===== src/rtl/msixg_pkg.sv =====
package msixg_pkg;

    localparam int CTL_W     = 16;
    localparam int EN_BIT    = 15;
    localparam int FMASK_BIT = 14;
    localparam int TSIZE_W   = 11;
    localparam int ADDR_W    = 32;
    localparam int DATA_W    = 32;
    localparam int DEST_LSB  = 12;
    localparam int FIELD_W   = 8;

    typedef struct packed {
        logic enable;
        logic fmask;
    } ctl_state_t;

    typedef struct packed {
        logic [FIELD_W-1:0] dest;
        logic [FIELD_W-1:0] vector;
    } msg_t;

    function automatic msg_t extract_msg(input logic [ADDR_W-1:0] addr,
                                         input logic [DATA_W-1:0] data);
        msg_t m;
        m.dest   = addr[DEST_LSB +: FIELD_W];
        m.vector = data[FIELD_W-1:0];
        return m;
    endfunction

    function automatic logic [CTL_W-1:0] pack_ctl(input ctl_state_t s,
                                                  input logic [TSIZE_W-1:0] tsize);
        logic [CTL_W-1:0] v;
        v                = '0;
        v[EN_BIT]        = s.enable;
        v[FMASK_BIT]     = s.fmask;
        v[TSIZE_W-1:0]   = tsize;
        return v;
    endfunction

endpackage


===== src/rtl/msixg_ctl_reg.sv =====
module msixg_ctl_reg
    import msixg_pkg::*;
#(
    parameter int NUM_VEC = 3
) (
    input  logic             clk,
    input  logic             rst,
    input  logic             wr_en,
    input  logic [CTL_W-1:0] wr_data,
    output ctl_state_t       state,
    output logic [CTL_W-1:0] value
);
    localparam logic [TSIZE_W-1:0] TSIZE = TSIZE_W'(NUM_VEC - 1);

    ctl_state_t state_q;

    always_ff @(posedge clk) begin
        if (rst) begin
            state_q <= '0;
        end else if (wr_en) begin
            state_q.enable <= wr_data[EN_BIT];
            state_q.fmask  <= wr_data[FMASK_BIT];
        end
    end

    assign state = state_q;
    assign value = pack_ctl(state_q, TSIZE);

endmodule


===== src/rtl/msixg_gate.sv =====
module msixg_gate
    import msixg_pkg::*;
#(
    parameter int NUM_VEC = 3,
    parameter int IDX_W   = 11
) (
    input  ctl_state_t        state,
    input  logic              msi_en,
    input  logic              req_valid,
    input  logic [IDX_W-1:0]  req_index,
    input  logic [ADDR_W-1:0] ent_addr,
    input  logic [DATA_W-1:0] ent_data,
    input  logic [DATA_W-1:0] ent_vctrl,
    output logic              accept,
    output msg_t              msg
);
    localparam logic [IDX_W:0] COUNT = (IDX_W+1)'(NUM_VEC);

    logic fn_active;
    logic in_range;
    logic vec_open;

    always_comb begin
        fn_active = state.enable && !msi_en && !state.fmask;
        in_range  = {1'b0, req_index} < COUNT;
        vec_open  = !ent_vctrl[0];
        accept    = req_valid && fn_active && in_range && vec_open;
        msg       = extract_msg(ent_addr, ent_data);
    end

endmodule


===== src/rtl/msixg_out.sv =====
module msixg_out
    import msixg_pkg::*;
(
    input  logic clk,
    input  logic rst,
    input  logic accept,
    input  msg_t msg_in,
    output logic valid,
    output msg_t msg_out
);
    logic valid_q;
    msg_t msg_q;

    always_ff @(posedge clk) begin
        if (rst) begin
            valid_q <= 1'b0;
            msg_q   <= '0;
        end else begin
            valid_q <= accept;
            if (accept) begin
                msg_q <= msg_in;
            end
        end
    end

    assign valid   = valid_q;
    assign msg_out = msg_q;

endmodule


===== src/rtl/msixg_top.sv =====
module msixg_top
    import msixg_pkg::*;
#(
    parameter int NUM_VEC = 3,
    parameter int IDX_W   = 11
) (
    input  logic              clk,
    input  logic              rst,
    input  logic              ctl_wr_en,
    input  logic [15:0]       ctl_wr_data,
    input  logic              msi_en,
    input  logic              req_valid,
    input  logic [IDX_W-1:0]  req_index,
    input  logic [31:0]       ent_addr,
    input  logic [31:0]       ent_data,
    input  logic [31:0]       ent_vctrl,
    output logic              msg_valid,
    output logic [7:0]        msg_dest,
    output logic [7:0]        msg_vector,
    output logic [15:0]       ctl_value
);
    ctl_state_t state;
    logic       accept;
    msg_t       msg_c;
    msg_t       msg_r;

    msixg_ctl_reg #(.NUM_VEC(NUM_VEC)) u_ctl (
        .clk     (clk),
        .rst     (rst),
        .wr_en   (ctl_wr_en),
        .wr_data (ctl_wr_data),
        .state   (state),
        .value   (ctl_value)
    );

    msixg_gate #(.NUM_VEC(NUM_VEC), .IDX_W(IDX_W)) u_gate (
        .state     (state),
        .msi_en    (msi_en),
        .req_valid (req_valid),
        .req_index (req_index),
        .ent_addr  (ent_addr),
        .ent_data  (ent_data),
        .ent_vctrl (ent_vctrl),
        .accept    (accept),
        .msg       (msg_c)
    );

    msixg_out u_out (
        .clk     (clk),
        .rst     (rst),
        .accept  (accept),
        .msg_in  (msg_c),
        .valid   (msg_valid),
        .msg_out (msg_r)
    );

    assign msg_dest   = msg_r.dest;
    assign msg_vector = msg_r.vector;

endmodule


===== config.mk =====
export PLATFORM = sky130hd
export DESIGN_NAME = msixg_top
export DESIGN_NICKNAME = d
export VERILOG_FILES = /design/src/rtl/msixg_pkg.sv /design/src/rtl/msixg_ctl_reg.sv /design/src/rtl/msixg_gate.sv /design/src/rtl/msixg_out.sv /design/src/rtl/msixg_top.sv
export SDC_FILE = /design/constraint.sdc
export NUM_CORES = 1
export LEC_CHECK = 0
export BUFFER_PORTS_ARGS = -buffer_cell sky130_fd_sc_hd__buf_4
export CAP_MARGIN = 10
export CORE_AREA = 2 2 63 65
export DETAILED_ROUTE_END_ITERATION = 10
export DIE_AREA = 0 0 65 67
export PLACE_DENSITY = 0.78
export SYNTH_ARGS = -nofsm -noshare
export SYNTH_HDL_FRONTEND = slang
export SYNTH_SLANG_ARGS = --single-unit

===== constraint.sdc =====
create_clock -name clk -period 4.09 [get_ports clk]
set_clock_uncertainty 0.05 [all_clocks]
set_input_delay 0.6135 -clock clk [delete_from_list [all_inputs] [get_ports clk]]
set_output_delay 0.6135 -clock clk [all_outputs]
set_load 0.01 [all_outputs]

== Word-level counts from Yosys, hierarchy flattened ==
Index checks and enable logic that the tools add are counted.

* Register bits: 19
* Input bits: 128
* Word-level logic and storage cells: 14

* Reduce and logical (&&, ||, !) cells: 8
* Order comparisons: 1

{| class="wikitable"
|+ Operators with widths
! kind !! count
|-
| 11-bit by 2-bit < comparator with 1-bit output, second input constant || 1
|-
| 1-bit logical AND || 5
|-
| 1-bit zero test || 3
|}

== Longest topological paths before layout ==
* Word-level depth: 6
* Depth in mapped cells: 5

== Modules after synthesis ==
A second synthesis with hierarchy kept.

* Cell total of the unflattened synthesis: 99
* Area, all modules: 962.2 um^2

{| class="wikitable"
|+ By module, submodules not included
! module !! seq. area each (um^2) !! area each (um^2) !! cells an instance !! instances
|-
| msixg_out || 340.3 || 608.1 || 54 || 1
|-
| msixg_ctl_reg || 40.0 || 195.2 || 24 || 1
|-
| msixg_gate || 0.0 || 158.9 || 21 || 1
|}

== Least setup slack after synthesis ==
OpenSTA, ideal clock, no wires.

* Path type: in2reg
* From: input port req_index[8]
* To: register u_out.msg_q, in the netlist u_out.msg_out[10]
* Arrival time: 1.632 ns
* Setup time: 0.072 ns
* Data required time: 3.968 ns
* Slack: 2.336 ns
* Cell stages on the path: 5
* Buffers on the path: 1
* Path through: nor4_2 -> nand4b_2 -> nor2_8 -> buf_12 -> mux2i_1

* Longest elaborated chain between the ends: 3

{| class="wikitable"
|+ Ends and longest elaborated chain
! item !! line !! text
|-
| start: declaration || msixg_top.sv:13 || <nowiki>input logic [IDX_W-1:0] req_index,</nowiki>
|-
| 11-bit by 2-bit < comparator with 1-bit output || msixg_gate.sv:25 || <nowiki>in_range = {1'b0, req_index} < COUNT;</nowiki>
|-
| 1-bit logical AND (2 in a row) || msixg_gate.sv:27 || <nowiki>accept = req_valid && fn_active && in_range && vec_open;</nowiki>
|-
| end signal: assignment || msixg_out.sv:21 || <nowiki>msg_q <= msg_in;</nowiki>
|-
| end: declaration || msixg_out.sv:12 || <nowiki>msg_t msg_q;</nowiki>
|}

Every way passes these cells.
A chain may end at the register's enable or synchronous reset.

== Worst setup path after layout ==
* From: input port req_index[8]
* To: register u_out.msg_q, in the netlist u_out.msg_out[14]

The elaborated chain is that of the path after synthesis.

==> results.md <==
- Status: finished clean
- Gpl congestion: 0.669
- Detailed Routing Iterations Pass 1: 4
- Htree depth: 1
- Total global routing overflow: 0
- CTS max path bufs: 2
- CTS buffer count: 3
- Critical path launch point type: primary input
- N_diodes: 0
- Finished Cell Area: 1400 um2
- Hold depth: 2
- Die area: 4360 um2
- Max incr delay on CP: 0.38 ns
- Library cells used by synthesis: 16
- Syn avg cell area: 10.0 um2
- Fin util: 0.389
- I/O Buffers: 53
- Final Hold Fails: 0
- Final wirelength: 2.01 mm
- Largest net degree at the start of global routing: 36
- Static Leakage: 0.000650 uW
- Root Driver: clkbuf_8
- Number of standard cells after synthesis: 99
- CP endpoint kind: flip-flop
- Final setup viols: 0
- CP max-delay cell: nor2_8
- Hold Path Sink: u_out.msg_out[0]$_SDFFE_PP0P_
- RSZ-0062 raised after global routing: false
- Resized Gates After CTS: 0
- First-pass GRT wire length: 3.28 mm
- Die height: 67 um
- Area after DPL: 1360 um2
- WP data required: 4.22 ns
- Tcrit/Tclk final: 0.417
- Vias in the first global route: 740
- CP arrival: 1.84 ns
- Min-Delay Path Class: reg -> reg
- Yosys warns: 0
- Sequential fraction of the synthesis area: 0.384
- Share of layout cells above drive strength 1: 0.407
- Std-Cell Core Area: 3610 um2
- Via/cell ratio: 3.83
- R2r endpoint: u_out.msg_out[14]$_SDFFE_PP0P_
- Max Slew Vio Count: 0
- Detailed Route Iter0 Violations: 10
- Fmax: 0.586 GHz
- R2r startpoint: u_ctl.state[0]$_SDFFE_PP0P_
- TritonCTS clock tree: done
- WHS: 0.425 ns
- DRC: 0
- Total Routing Usage GR: 0.0997
- Clock transition at path regs: 0.07 ns
- Cts hold-fix bufs: 0
- Clock latency on the worst-skew pair: 0.25 ns
- Nets: 279
- # clock sinks: 19
- Fin crit period: 1.71 ns
- I/O pin cnt: 161
- Antenna violations before repair: 0
- Final setup TNS: 0 ns
- Initial core utilization: 0.274
- WS Path Type: in -> reg
- Area Growth Syn to Fin: 41.7%
- Number of core rows: 22
- Yosys reg bits: 19
- Mapped cell area: 990 um2
- Worst VDD drop: 0.000105 V
- DR WL/cell: 10.2 um
- Antenna viol nets, final: 0
- R2R Setup Slk: 2.59 ns
- Vias: 758
- Power Dens Cells: 260 nW/um2
- Cell Chain, Critical Path: buf_4 > nor4_2 > nand4b_2 > nor2_8 > mux2i_1
- Die width: 65 um
- Setup bufs post-CTS: 0
- Hold path start: u_out.msg_out[0]$_SDFFE_PP0P_
- Total of max-cap violations: 0
- Critical path fanouts, max: 16
- R2R depth: 4
## flip-flops by register name, summed over array words and instances, names as in the netlist
signal         flops
u_ctl.state        2
u_out.valid        1
u_out.msg_out     16
## routing by layer
| layer | vias up | share of wire | track usage |
|---|---|---|---|
| met5 | - | 0 | 0 |
| met4 | 0 | 0.0040 | 0.0399 |
| met3 | 2 | 0.15 | 0.0524 |
| met2 | 50 | 0.37 | 0.140 |
| met1 | 313 | 0.48 | 0.126 |
| li1 | 393 | - | - |
## cell usage in the layout (no fill, tap or decap), types with 2 or more instances in the layout
cell      synthesis  routed
buf_4            14      53
clkbuf_8          0       3
conb_1            2      14
dfxtp_1          19      19
mux2i_1          18      18
nand2b_1         32      32
nor2_1            2       2
## cell type report
class / count / area (um2)
timing repair buffer: 53 / 398
clock inverter: 1 / 5.00
sequential: 19 / 380
multi-input combinational: 74 / 518
fill: 375 / 2200
tap: 48 / 60.1
clock buffer: 3 / 41.3
## worst max path at each step
stage,start,endpoint,slack (ns),depth (start not counted)
2_1_floorplan,req_index[8],u_out.msg_out[10]$_SDFFE_PP0P_,2.34,5
3_3_place_gp,req_index[8],u_out.msg_out[0]$_SDFFE_PP0P_,2.09,5
3_5_place_dp,req_index[8],u_out.msg_out[14]$_SDFFE_PP0P_,2.07,5
4_1_cts,req_index[8],u_out.msg_out[14]$_SDFFE_PP0P_,2.34,5
5_1_grt,ent_vctrl[0],u_out.msg_out[8]$_SDFFE_PP0P_,2.23,5
6_report,req_index[8],u_out.msg_out[14]$_SDFFE_PP0P_,2.38,5
## synth_stat cells
cell type | number | area share
nand2_1 | 1 | 0.0038
nor3_1 | 1 | 0.0051
clkbuf_1 | 3 | 0.011
nand4b_2 | 1 | 0.015
nand2b_1 | 32 | 0.20
buf_4 | 14 | 0.11
buf_12 | 1 | 0.020
nand2_2 | 1 | 0.0063
dfxtp_1 | 19 | 0.38
nor4b_1 | 1 | 0.0089
nor4_1 | 1 | 0.0063
conb_1 | 2 | 0.0076
nor4_2 | 1 | 0.013
nor2_8 | 1 | 0.020
mux2i_1 | 18 | 0.18
nor2_1 | 2 | 0.0076
## report_power, final
group | switching [uW] | internal (uW) | total (uW)
Clock | 61.0 | 67.6 | 129
Combinational | 18.4 | 30.1 | 48.5
Sequential | 1.27 | 186 | 187
Total | 80.6 | 284 | 364
## cell families after synthesis
family,Yosys count,synth area share
other,2,0.00759
buffers and inverters,18,0.138
DFF,19,0.384
muxes,18,0.182
and+or+nand+nor,42,0.288
## worst max-delay path: cells and delay by family
family,cells,cell delay (ns)
buffers and inverters,1,0.11
muxes,1,0.23
and+or+nand+nor,3,0.89
## stage by stage
step	cells	setup WS (ns)	power [uW]
2_1_floorplan	111	2.34	221
3_3_place_gp	194	2.09	240
3_5_place_dp	194	2.07	241
4_1_cts	198	2.34	371
5_1_grt	198	2.23	385
6_report	198	2.38	364
Power figures use the tool's default switching activity.
